`src/rtl/scp_pkg.sv`:
```
package scp_pkg;
  localparam int BYTE_W = 8;

  typedef enum logic [1:0] {
    TGT_CTRL  = 2'b00,
    TGT_DIR   = 2'b01,
    TGT_LATCH = 2'b10,
    TGT_NONE  = 2'b11
  } tgt_e;

  // strobes from the serial control FSM to the register datapath
  typedef struct packed {
    logic              wrStb;
    logic              rdLoad;
    logic              outShift;
    logic              pwrStb;
    logic              pwrUp;
    tgt_e              tgt;
    logic [BYTE_W-1:0] data;
  } strobe_t;
endpackage

```
`src/rtl/scp_sync.sv`:
```
module scp_sync #(
  parameter int N = 1,
  parameter logic [N-1:0] RST = '0
) (
  input  logic         clk,
  input  logic         rst,
  input  logic [N-1:0] din,
  output logic [N-1:0] dout
);
  for (genvar b = 0; b < N; b++) begin : g_bit
    logic meta, stage;
    always_ff @(posedge clk or posedge rst) begin
      if (rst) begin
        meta  <= RST[b];
        stage <= RST[b];
      end else begin
        meta  <= din[b];
        stage <= meta;
      end
    end
    assign dout[b] = stage;
  end
endmodule

```
`src/rtl/scp_ctrl.sv`:
```
module scp_ctrl
  import scp_pkg::*;
(
  input  logic    clk,
  input  logic    rst,
  input  logic    csN,
  input  logic    cclk,
  input  logic    cdi,
  output strobe_t stb,
  output logic    cdoEn
);
  localparam int CNT_W = $clog2(2 * BYTE_W + 1);
  localparam logic [CNT_W-1:0] INSTR_LAST = CNT_W'(BYTE_W - 1);
  localparam logic [CNT_W-1:0] DATA_LAST  = CNT_W'(2 * BYTE_W - 1);
  localparam logic [CNT_W-1:0] CNT_MAX    = CNT_W'(2 * BYTE_W);

  logic csS, cclkS, cdiS, cclkP;
  logic rise, fall;
  logic [CNT_W-1:0] cnt;
  logic [BYTE_W-2:0] sr;
  tgt_e tgtR;
  logic isRead, rdActive;

  scp_sync #(.N(3), .RST(3'b100)) i_sync (
    .clk (clk),
    .rst (rst),
    .din ({csN, cclk, cdi}),
    .dout({csS, cclkS, cdiS})
  );

  assign rise = cclkS & ~cclkP & ~csS;
  assign fall = ~cclkS & cclkP & ~csS;

  always_ff @(posedge clk or posedge rst) begin
    if (rst) begin
      cclkP    <= 1'b0;
      cnt      <= '0;
      sr       <= '0;
      tgtR     <= TGT_NONE;
      isRead   <= 1'b0;
      rdActive <= 1'b0;
    end else begin
      cclkP <= cclkS;
      if (csS) begin
        cnt      <= '0;
        rdActive <= 1'b0;
      end else if (rise && cnt < CNT_MAX) begin
        sr  <= {sr[BYTE_W-3:0], cdiS};
        cnt <= cnt + 1'b1;
        if (cnt == INSTR_LAST) begin
          tgtR   <= tgt_e'(sr[6:5]);
          isRead <= sr[4];
          if (sr[4]) rdActive <= 1'b1;
        end
      end
    end
  end

  always_comb begin
    stb.data     = {sr, cdiS};
    stb.pwrStb   = rise && (cnt == INSTR_LAST);
    stb.pwrUp    = sr[3];
    stb.rdLoad   = rise && (cnt == INSTR_LAST) && sr[4];
    stb.tgt      = (cnt == INSTR_LAST) ? tgt_e'(sr[6:5]) : tgtR;
    stb.wrStb    = rise && (cnt == DATA_LAST) && !isRead;
    stb.outShift = fall && rdActive;
  end

  assign cdoEn = rdActive;

  a_r7_release_on_deselect: assert property (@(posedge clk) disable iff (rst)
    csS |=> !rdActive);
  a_r2_count_bound: assert property (@(posedge clk) disable iff (rst)
    cnt <= CNT_MAX);
  a_r8_no_commit_deselected: assert property (@(posedge clk) disable iff (rst)
    csS |-> !stb.wrStb && !stb.pwrStb);
endmodule

```
`src/rtl/scp_regs.sv`:
```
module scp_regs
  import scp_pkg::*;
#(
  parameter int LATCH_W = 6,
  parameter logic [BYTE_W-1:0] CTRL_INIT = '0
) (
  input  logic               clk,
  input  logic               rst,
  input  strobe_t            stb,
  input  logic [LATCH_W-1:0] latchIn,
  output logic [LATCH_W-1:0] latchOut,
  output logic [LATCH_W-1:0] latchOe,
  output logic [BYTE_W-1:0]  ctrlReg,
  output logic               powerDown,
  output logic               cdo
);
  logic [LATCH_W-1:0] dirReg, latchReg, latchNext;
  logic [BYTE_W-1:0]  dirExt, latchExt, rdVal, outSr;
  logic               cdoBit;

  // per pin: inputs capture the pin, outputs take data on a latch write
  for (genvar b = 0; b < LATCH_W; b++) begin : g_pin
    assign latchNext[b] = !dirReg[b] ? latchIn[b]
                        : (stb.tgt == TGT_LATCH) ? stb.data[b] : latchReg[b];
  end

  always_comb begin
    dirExt   = '0;
    latchExt = '0;
    dirExt[LATCH_W-1:0]   = dirReg;
    latchExt[LATCH_W-1:0] = latchReg;
    case (stb.tgt)
      TGT_CTRL:  rdVal = ctrlReg;
      TGT_DIR:   rdVal = dirExt;
      TGT_LATCH: rdVal = latchExt;
      default:   rdVal = '0;
    endcase
  end

  always_ff @(posedge clk or posedge rst) begin
    if (rst) begin
      dirReg    <= '0;
      latchReg  <= '0;
      ctrlReg   <= CTRL_INIT;
      powerDown <= 1'b1;
      outSr     <= '0;
      cdoBit    <= 1'b0;
    end else begin
      if (stb.pwrStb) powerDown <= !stb.pwrUp;
      if (stb.wrStb) begin
        latchReg <= latchNext;
        if (stb.tgt == TGT_DIR)  dirReg  <= stb.data[LATCH_W-1:0];
        if (stb.tgt == TGT_CTRL) ctrlReg <= stb.data;
      end
      if (stb.rdLoad) begin
        outSr <= rdVal;
      end else if (stb.outShift) begin
        cdoBit <= outSr[BYTE_W-1];
        outSr  <= {outSr[BYTE_W-2:0], 1'b0};
      end
    end
  end

  assign latchOe  = dirReg;
  assign latchOut = latchReg & dirReg;
  assign cdo      = cdoBit;

  a_r4_dir_hold: assert property (@(posedge clk) disable iff (rst)
    !(stb.wrStb && stb.tgt == TGT_DIR) |=> $stable(latchOe));
  a_r3_power_hold: assert property (@(posedge clk) disable iff (rst)
    !stb.pwrStb |=> $stable(powerDown));
  a_r4_ctrl_hold: assert property (@(posedge clk) disable iff (rst)
    !(stb.wrStb && stb.tgt == TGT_CTRL) |=> $stable(ctrlReg));
endmodule

```
`src/rtl/serial_ctrl_port.sv`:
```
module serial_ctrl_port
  import scp_pkg::*;
#(
  parameter int LATCH_W = 6,
  parameter logic [7:0] CTRL_INIT = 8'h00
) (
  input  logic               clk,
  input  logic               masterReset,
  input  logic               csN,
  input  logic               cclk,
  input  logic               cdi,
  output logic               cdo,
  output logic               cdoEn,
  input  logic [LATCH_W-1:0] latchIn,
  output logic [LATCH_W-1:0] latchOut,
  output logic [LATCH_W-1:0] latchOe,
  output logic [7:0]         ctrlReg,
  output logic               powerDown
);
  strobe_t stb;

  scp_ctrl i_ctrl (
    .clk  (clk),
    .rst  (masterReset),
    .csN  (csN),
    .cclk (cclk),
    .cdi  (cdi),
    .stb  (stb),
    .cdoEn(cdoEn)
  );

  scp_regs #(.LATCH_W(LATCH_W), .CTRL_INIT(CTRL_INIT)) i_regs (
    .clk      (clk),
    .rst      (masterReset),
    .stb      (stb),
    .latchIn  (latchIn),
    .latchOut (latchOut),
    .latchOe  (latchOe),
    .ctrlReg  (ctrlReg),
    .powerDown(powerDown),
    .cdo      (cdo)
  );
endmodule

```
`config.mk`:
```
export PLATFORM = sky130hd
export DESIGN_NAME = serial_ctrl_port
export DESIGN_NICKNAME = d
export VERILOG_FILES = /design/src/rtl/scp_pkg.sv /design/src/rtl/scp_sync.sv /design/src/rtl/scp_ctrl.sv /design/src/rtl/scp_regs.sv /design/src/rtl/serial_ctrl_port.sv
export SDC_FILE = /design/constraint.sdc
export NUM_CORES = 1
export LEC_CHECK = 0
export CELL_PAD_IN_SITES_DETAIL_PLACEMENT = 1
export CELL_PAD_IN_SITES_GLOBAL_PLACEMENT = 2
export CORE_MARGIN = 1.5
export CORE_UTILIZATION = 30
export CTS_CLUSTER_DIAMETER = 80
export CTS_CLUSTER_SIZE = 12
export DETAILED_ROUTE_END_ITERATION = 10
export PLACE_DENSITY_LB_ADDON = 0.12
export SETUP_SLACK_MARGIN = 0.5
export SYNTH_ARGS = -nofsm -noshare
export SYNTH_HDL_FRONTEND = slang
export SYNTH_SLANG_ARGS = --single-unit
export TNS_END_PERCENT = 1
```
`constraint.sdc`:
```
create_clock -name clk -period 2.03 [get_ports clk]
set_input_delay 0.609 -clock clk [delete_from_list [all_inputs] [get_ports clk]]
set_output_delay 0.609 -clock clk [all_outputs]
set_load 0.05 [all_outputs]
```
Word level (Yosys, flattened, before mapping)
Cells that the tools add are included.
Widths: inputs -> output; s select.
- bits in registers: 53
- bits in latches: 0
- memory bits (writable): 0
- memory bits (read-only): 0
- input port bits: 11
- output and inout bits: 23
- word-level logic and storage cells: 91
- memories: 0
- add/sub/neg operators: 1
- multiply operators: 0
- div/mod/pow operators: 0
- $lt $le $gt $ge: 1
- equal/unequal tests: 10
- shift-type cells: 0
- muxes and demuxes: 22
- bitwise logic cells: 9
- reduce and logical (&&, ||, !) cells: 25
- operators with widths (kind ; count):
    $pmux 8 s3 ; 1
    $reduce_and 2->1 ; 10
    $mux 1 ; 16
    $mux 8 ; 2
    $ne 2x2->1 const B ; 6
    $mux 5 ; 2
    $reduce_bool 2->1 ; 4
    $and 6x6->6 ; 1
    $logic_and 1x1->1 ; 6
    $reduce_and 3->1 ; 2
    $add 5x1->5 const B ; 1
    $eq 5x3->1 const B ; 1
    $eq 5x4->1 const B ; 1
    $lt 5x5->1 const B ; 1
    $and 1x1->1 ; 4
    $not 1->1 ; 4
    $eq 2x1->1 const B ; 1
    $eq 2x2->1 const B ; 1
    $logic_not 1->1 ; 2
    $logic_not 2->1 ; 1
    $mux 2 ; 1

Logic depth before layout (Yosys ltp)
- word-level depth: 7
- depth in mapped cells: 8
- depth with buffers taken out: 7

Modules after synthesis
A second synthesis with hierarchy kept.
- cell total of the unflattened synthesis: 199
- area total of the unflattened synthesis: 2555.0 um^2
- modules (own cells, without submodules) (module ; times used ; cells an instance ; area each (um^2) ; seq. area each (um^2)):
    scp_regs ; 1 ; 128 ; 1552.7 ; 752.0
    scp_ctrl ; 1 ; 61 ; 823.3 ; 427.9
    scp_sync ; 1 ; 10 ; 178.9 ; 152.6

Worst setup path after synthesis
No wires, ideal clock.
- path type: register to output
- start point: register i_regs.dirReg[3] (netlist: i_regs.latchOe[3])
- end point: output port latchOut[3]
- arrival time: 1.457 ns
- required time: 1.421 ns
- slack: -0.036 ns
- cell stages (with the launch flop): 3
- path buffers: 0
- cell sequence: dfrtp_1 > inv_1 > nor2_1
- word-level cells in the longest chain between the ends: 1
- RTL lines (item ; RTL line ; text):
    start: declaration ; scp_regs.sv:17 ; logic [LATCH_W-1:0] dirReg, latchReg, latchNext;
    start signal: assignment ; scp_regs.sv:52 ; if (stb.tgt == TGT_DIR) dirReg <= stb.data[LATCH_W-1:0];
    $and 6x6->6 ; scp_regs.sv:65 ; assign latchOut = latchReg & dirReg;
    end: declaration ; serial_ctrl_port.sv:15 ; output logic [LATCH_W-1:0] latchOut,
No other way between the ends.

Worst setup path after layout
- start point: register i_ctrl.cnt[0]
- end point: register i_regs.ctrlReg[1]
- word-level cells in the longest chain between the ends: 4
- elaborated cells on any way between the ends: 7
- classes of those cells: eq/ne (2); mux (1); reduce/logical (4)
- RTL lines (item ; RTL line ; text):
    start: declaration ; scp_ctrl.sv:19 ; logic [CNT_W-1:0] cnt;
    start signal: assignment ; scp_ctrl.sv:49 ; cnt <= cnt + 1'b1;
    $eq 5x3->1 / $eq 5x4->1 (equally long branches) ; scp_ctrl.sv:64, scp_ctrl.sv:65 ;
    $mux 2 / $logic_and 1x1->1 (equally long branches) ; scp_ctrl.sv:64, scp_ctrl.sv:65 ;
    $logic_not 2->1 / $logic_and 1x1->1 (equally long branches) ; scp_regs.sv:53, scp_ctrl.sv:65 ;
    $reduce_and 2->1 (no source line) (*) ; -- ;
    end signal: assignment ; scp_regs.sv:53 ; if (stb.tgt == TGT_CTRL) ctrlReg <= stb.data;
    end: declaration ; scp_regs.sv:13 ; output logic [BYTE_W-1:0] ctrlReg,
Every way passes the cells marked *; elsewhere a longest branch is shown, timed or not.
A chain may end at the register's enable or synchronous reset.

==> metrics.txt <==
# TYPE chip_impl_metric gauge
chip_impl_info{name="synth_ff_type",value="sky130_fd_sc_hd__dfrtp_1"} 1
chip_impl_info{name="rsz0062_at_grt",value="true"} 1
chip_impl_metric{name="reg2regPathDepth",unit=""} 6
chip_impl_metric{name="synth-seq-cells",unit=""} 53
chip_impl_metric{name="fp.dieArea",unit="sq um"} 9400
chip_impl_metric{name="placement_cell_area",unit="sq um"} 3260
chip_impl_metric{name="hold-path-cell-count",unit=""} 0
chip_impl_metric{name="post_synth.cell_area_avg",unit="sq um"} 10.9
chip_impl_info{name="run_status",value="complete, no violations"} 1
chip_impl_info{name="timing.hold.worst.class",value="register to register"} 1
chip_impl_metric{name="number_of_enable_type_register_cells_in_the_synthesized_netlist",unit=""} 0
chip_impl_info{name="crit-reg2reg-launch",value="i_ctrl.cnt[0]"} 1
chip_impl_metric{name="synth_warnings",unit=""} 0
chip_impl_metric{name="dp.final_hpwl",unit="mm"} 5.12
chip_impl_metric{name="ratio_of_routed_vias_to_standard_cells",unit=""} 4.88
chip_impl_metric{name="worst_pin_slew",unit="ns"} 0.469
chip_impl_metric{name="syn2layout_area_growth",unit="%"} 29.5
chip_impl_metric{name="final_std_cell_area_no_fill",unit="sq um"} 3430
chip_impl_metric{name="port_buffers",unit=""} 33
chip_impl_metric{name="area_of_the_mapped_netlist",unit="sq um"} 2650
chip_impl_metric{name="grt-ovfl-total",unit=""} 0
chip_impl_metric{name="pin_count_of_the_biggest_net_entering_global_routing",unit=""} 24
chip_impl_metric{name="sequential_to_total_area_share_from_yosys_stat",unit="%"} 50.3
chip_impl_metric{name="layout-drive-gt1-share",unit="%"} 31.8
chip_impl_metric{name="mappedNetlistNets",unit=""} 256
chip_impl_info{name="crit_path_end_kind",value="register"} 1
chip_impl_metric{name="largest_vdd_supply_drop",unit="mV"} 0.322
chip_impl_metric{name="timing.final.ws_setup",unit="ns"} 0.126
chip_impl_info{name="clock-root-buffer",value="sky130_fd_sc_hd__clkbuf_8"} 1
chip_impl_metric{name="chipWidth",unit="microns"} 96.9
chip_impl_metric{name="coreArea",unit="sq um"} 8640
chip_impl_metric{name="finalCritPeriodShare",unit="%"} 93.8
chip_impl_metric{name="first_global_vias",unit=""} 2069
chip_impl_info{name="r2r_end",value="i_regs.ctrlReg[1]"} 1
chip_impl_metric{name="row_count",unit=""} 34
chip_impl_metric{name="data_required_time_of_the_critical_path",unit="ns"} 2.24
chip_impl_metric{name="regToRegSetupSlack",unit="ns"} 0.13
chip_impl_metric{name="die_h",unit="microns"} 96.9
chip_impl_metric{name="first_iter_violations",unit=""} 78
chip_impl_info{name="mostFrequentLayoutCell",value="sky130_fd_sc_hd__dfrtp_1"} 1
chip_impl_metric{name="finish.net_count",unit=""} 308
chip_impl_metric{name="grt_pass1_wl",unit="mm"} 11.8
chip_impl_metric{name="synth_async_sr_flop_share",unit="%"} 100
chip_impl_metric{name="numClockSinks",unit=""} 53
chip_impl_info{name="crit_path_start",value="i_ctrl.cnt[0]"} 1
chip_impl_metric{name="insertedDiodeCount",unit=""} 0
chip_impl_metric{name="slew_violations",unit=""} 0
chip_impl_metric{name="place.gp.congestion",unit=""} 0.784
chip_impl_metric{name="worst_setup_hold_path_clk_slew",unit="ns"} 0.10
chip_impl_metric{name="cts-htree-levels",unit=""} 2
chip_impl_metric{name="fin_skew",unit="ns"} 0.00598
chip_impl_info{name="timing.hold.worst_endpoint",value="i_ctrl.i_sync.g_bit[0].stage"} 1
chip_impl_metric{name="drc_errors",unit=""} 0
chip_impl_metric{name="dpl_worst_slack",unit="ns"} -0.00757
chip_impl_metric{name="crit_arrival",unit="ns"} 2.11
chip_impl_metric{name="clk_latency",unit="ns"} 0.31
chip_impl_metric{name="post_synth_inst_count",unit=""} 243
chip_impl_metric{name="cts-root-to-sink-buffers",unit=""} 2
chip_impl_metric{name="floorplan.initialDensity",unit="%"} 30.7
chip_impl_metric{name="finalCriticalPeriod",unit="ns"} 1.90
chip_impl_metric{name="max_cap_viol_count",unit=""} 0
chip_impl_metric{name="detail-route-antenna-nets",unit=""} 0
chip_impl_metric{name="critical_path_peak_fanout",unit=""} 8
chip_impl_metric{name="finalSetupViolations",unit=""} 0
chip_impl_metric{name="timing.final.hold_violations",unit=""} 0
chip_impl_metric{name="leakage",unit="uW"} 0.00151
chip_impl_info{name="worst-setup-path-type",value="register to register"} 1
chip_impl_metric{name="fill_cells",unit=""} 966
chip_impl_info{name="startpoint_class_of_the_critical_path",value="register"} 1
chip_impl_metric{name="power_density",unit="nW/um^2"} 626
chip_impl_info{name="cts_tree",value="done"} 1
chip_impl_metric{name="achievable-frequency",unit="MHz"} 525
chip_impl_metric{name="ioPinCount",unit=""} 34
chip_impl_metric{name="cts_inserted_buffers",unit=""} 5
chip_impl_metric{name="drt-total-wl",unit="mm"} 7.02
chip_impl_metric{name="synthDistinctLibCells",unit=""} 41
chip_impl_metric{name="antenna_found_initial",unit=""} 0
chip_impl_metric{name="layout.core_utilization",unit="%"} 39.7
chip_impl_metric{name="vias",unit=""} 1972
chip_impl_metric{name="globalRouteTotalUtil",unit="%"} 16.2
chip_impl_info{name="min_from",value="i_ctrl.i_sync.g_bit[0].meta"} 1
chip_impl_metric{name="post_drt_wl_per_cell",unit="microns"} 17.4
chip_impl_metric{name="number_of_iterations_in_the_first_detailed_routing_pass",unit=""} 4
chip_impl_metric{name="worst_slew_margin_rel",unit="%"} 68.7
chip_impl_metric{name="cts.hold.buffers_added",unit=""} 0
chip_impl_metric{name="p_total",unit="uW"} 2150
chip_impl_info{name="leading_cell_types_in_the_layout_fill_and_taps_excluded",value="sky130_fd_sc_hd__dfrtp_1, sky130_fd_sc_hd__buf_4, sky130_fd_sc_hd__nand2_1, sky130_fd_sc_hd__mux2_2, sky130_fd_sc_hd__a21oi_1"} 1
==> report_power, final <==
part	total [uW]	switching, uW	internal [uW]
combinational	296	145	150
clock	616	372	244
sequential	1230	110	1120
==> worst max-delay path, cell delays in order, from the launching register on <==
cell	delay, ns
sky130_fd_sc_hd__dfrtp_1	0.40
sky130_fd_sc_hd__ha_2	0.21
sky130_fd_sc_hd__and4bb_4	0.23
sky130_fd_sc_hd__or3_4	0.34
sky130_fd_sc_hd__a21oi_4	0.15
sky130_fd_sc_hd__buf_12	0.14
sky130_fd_sc_hd__mux2_2	0.33
==> layout make-up <==
| class | count | area (sq um) | share of cell area [%] |
|---|---|---|---|
| flip-flops and latches | 53 | 1330 | 38.9 |
| multi-input cells | 170 | 1250 | 36.5 |
| repair buffers | 56 | 587 | 17.1 |
| well taps | 108 | 135 | 3.94 |
| clock buffers | 6 | 72.6 | 2.12 |
| inverters | 9 | 33.8 | 0.985 |
| clock inverters | 2 | 15.0 | 0.438 |
==> kinds of logic after synthesis <==
| family | Yosys count | synth area share (%) |
|---|---|---|
| buffers and inverters | 20 | 3.40 |
| multiplexers | 29 | 12.6 |
| AND/OR/NAND/NOR | 82 | 17.3 |
| XOR/XNOR | 3 | 0.993 |
| flip-flops | 53 | 50.3 |
| AO/OA/AOI/OAI | 54 | 14.4 |
| adder cells (fa/ha/maj) | 2 | 0.945 |
==> repair_timing <==
item,CTS,global route
pin swaps,1,1
gates resized for setup,1,5
setup endpoints to repair,64,67
setup buffers,5,1
==> layer usage <==
| metal | part of all wire (%) | track usage [%] | vias to the layer above |
|---|---|---|---|
| li1 | - | - | 965 |
| met1 | 55 | 25.1 | 971 |
| met5 | 0 | 0 | - |
| met2 | 42 | 22.8 | 29 |
| met4 | 1.0 | 4.46 | 0 |
| met3 | 2.3 | 2.89 | 7 |
==> registers in the layout (all words and copies together), names as in the netlist <==
signal,count
i_regs.cdo,1
i_ctrl.cnt,5
i_ctrl.cdoEn,1
i_regs.outSr,8
i_ctrl.i_sync.g_bit.meta,3
i_ctrl.i_sync.g_bit.stage,3
i_regs.ctrlReg,8
i_ctrl.sr,7
i_ctrl.cclkP,1
i_ctrl.tgtR,2
i_ctrl.isRead,1
i_regs.latchReg,6
i_regs.powerDown,1
i_regs.latchOe,6
==> metrics by stage <==
| stage | TNS, ns | hold slack, ns | instances |
|---|---|---|---|
| 6_report | 0 | 0.358 | 404 |
| 5_1_grt | 0 | 0.374 | 404 |
| 4_1_cts | 0 | 0.362 | 403 |
| 3_5_place_dp | -0.00757 | 0.338 | 390 |
| 3_3_place_gp | 0 | 0.337 | 390 |
| 2_1_floorplan | 0 | 0.331 | 243 |
==> cell usage after synthesis, types with 2 or more instances <==
master,number,area [sq um]
sky130_fd_sc_hd__nor3b_1,3,22.5
sky130_fd_sc_hd__ha_1,2,25.0
sky130_fd_sc_hd__inv_1,9,33.8
sky130_fd_sc_hd__clkbuf_1,6,22.5
sky130_fd_sc_hd__mux2_2,23,259
sky130_fd_sc_hd__dfrtp_1,48,1200
sky130_fd_sc_hd__nand3_1,3,15.0
sky130_fd_sc_hd__a2bb2oi_1,9,78.8
sky130_fd_sc_hd__mux2i_1,4,40.0
sky130_fd_sc_hd__o32a_1,5,50.1
sky130_fd_sc_hd__o21ai_0,8,40.0
sky130_fd_sc_hd__o211ai_1,5,37.5
sky130_fd_sc_hd__xor2_1,2,17.5
sky130_fd_sc_hd__nor2b_1,3,18.8
sky130_fd_sc_hd__dfstp_2,5,131
sky130_fd_sc_hd__buf_2,3,15.0
sky130_fd_sc_hd__a221o_1,2,20.0
sky130_fd_sc_hd__nand4bb_1,2,22.5
sky130_fd_sc_hd__nand3b_1,2,15.0
sky130_fd_sc_hd__and2_1,7,43.8
sky130_fd_sc_hd__and3_1,2,12.5
sky130_fd_sc_hd__a32oi_1,2,17.5
sky130_fd_sc_hd__o22ai_1,4,25.0
sky130_fd_sc_hd__nand2b_1,14,87.6
sky130_fd_sc_hd__nor2_1,11,41.3
sky130_fd_sc_hd__a21oi_1,16,80.1
sky130_fd_sc_hd__nand2_1,29,109
==> worst max path at each step <==
stage	to	slack [ns]	cells after the start
2_1_floorplan	i_regs.ctrlReg[1]	0.12	8
3_3_place_gp	i_regs.outSr[5]	0.05	5
3_5_place_dp	i_regs.ctrlReg[1]	-0.008	5
4_1_cts	i_regs.ctrlReg[1]	0.12	6
5_1_grt	i_regs.ctrlReg[4]	0.04	6
6_report	i_regs.ctrlReg[1]	0.13	6
(Power assumes the default switching activity.)
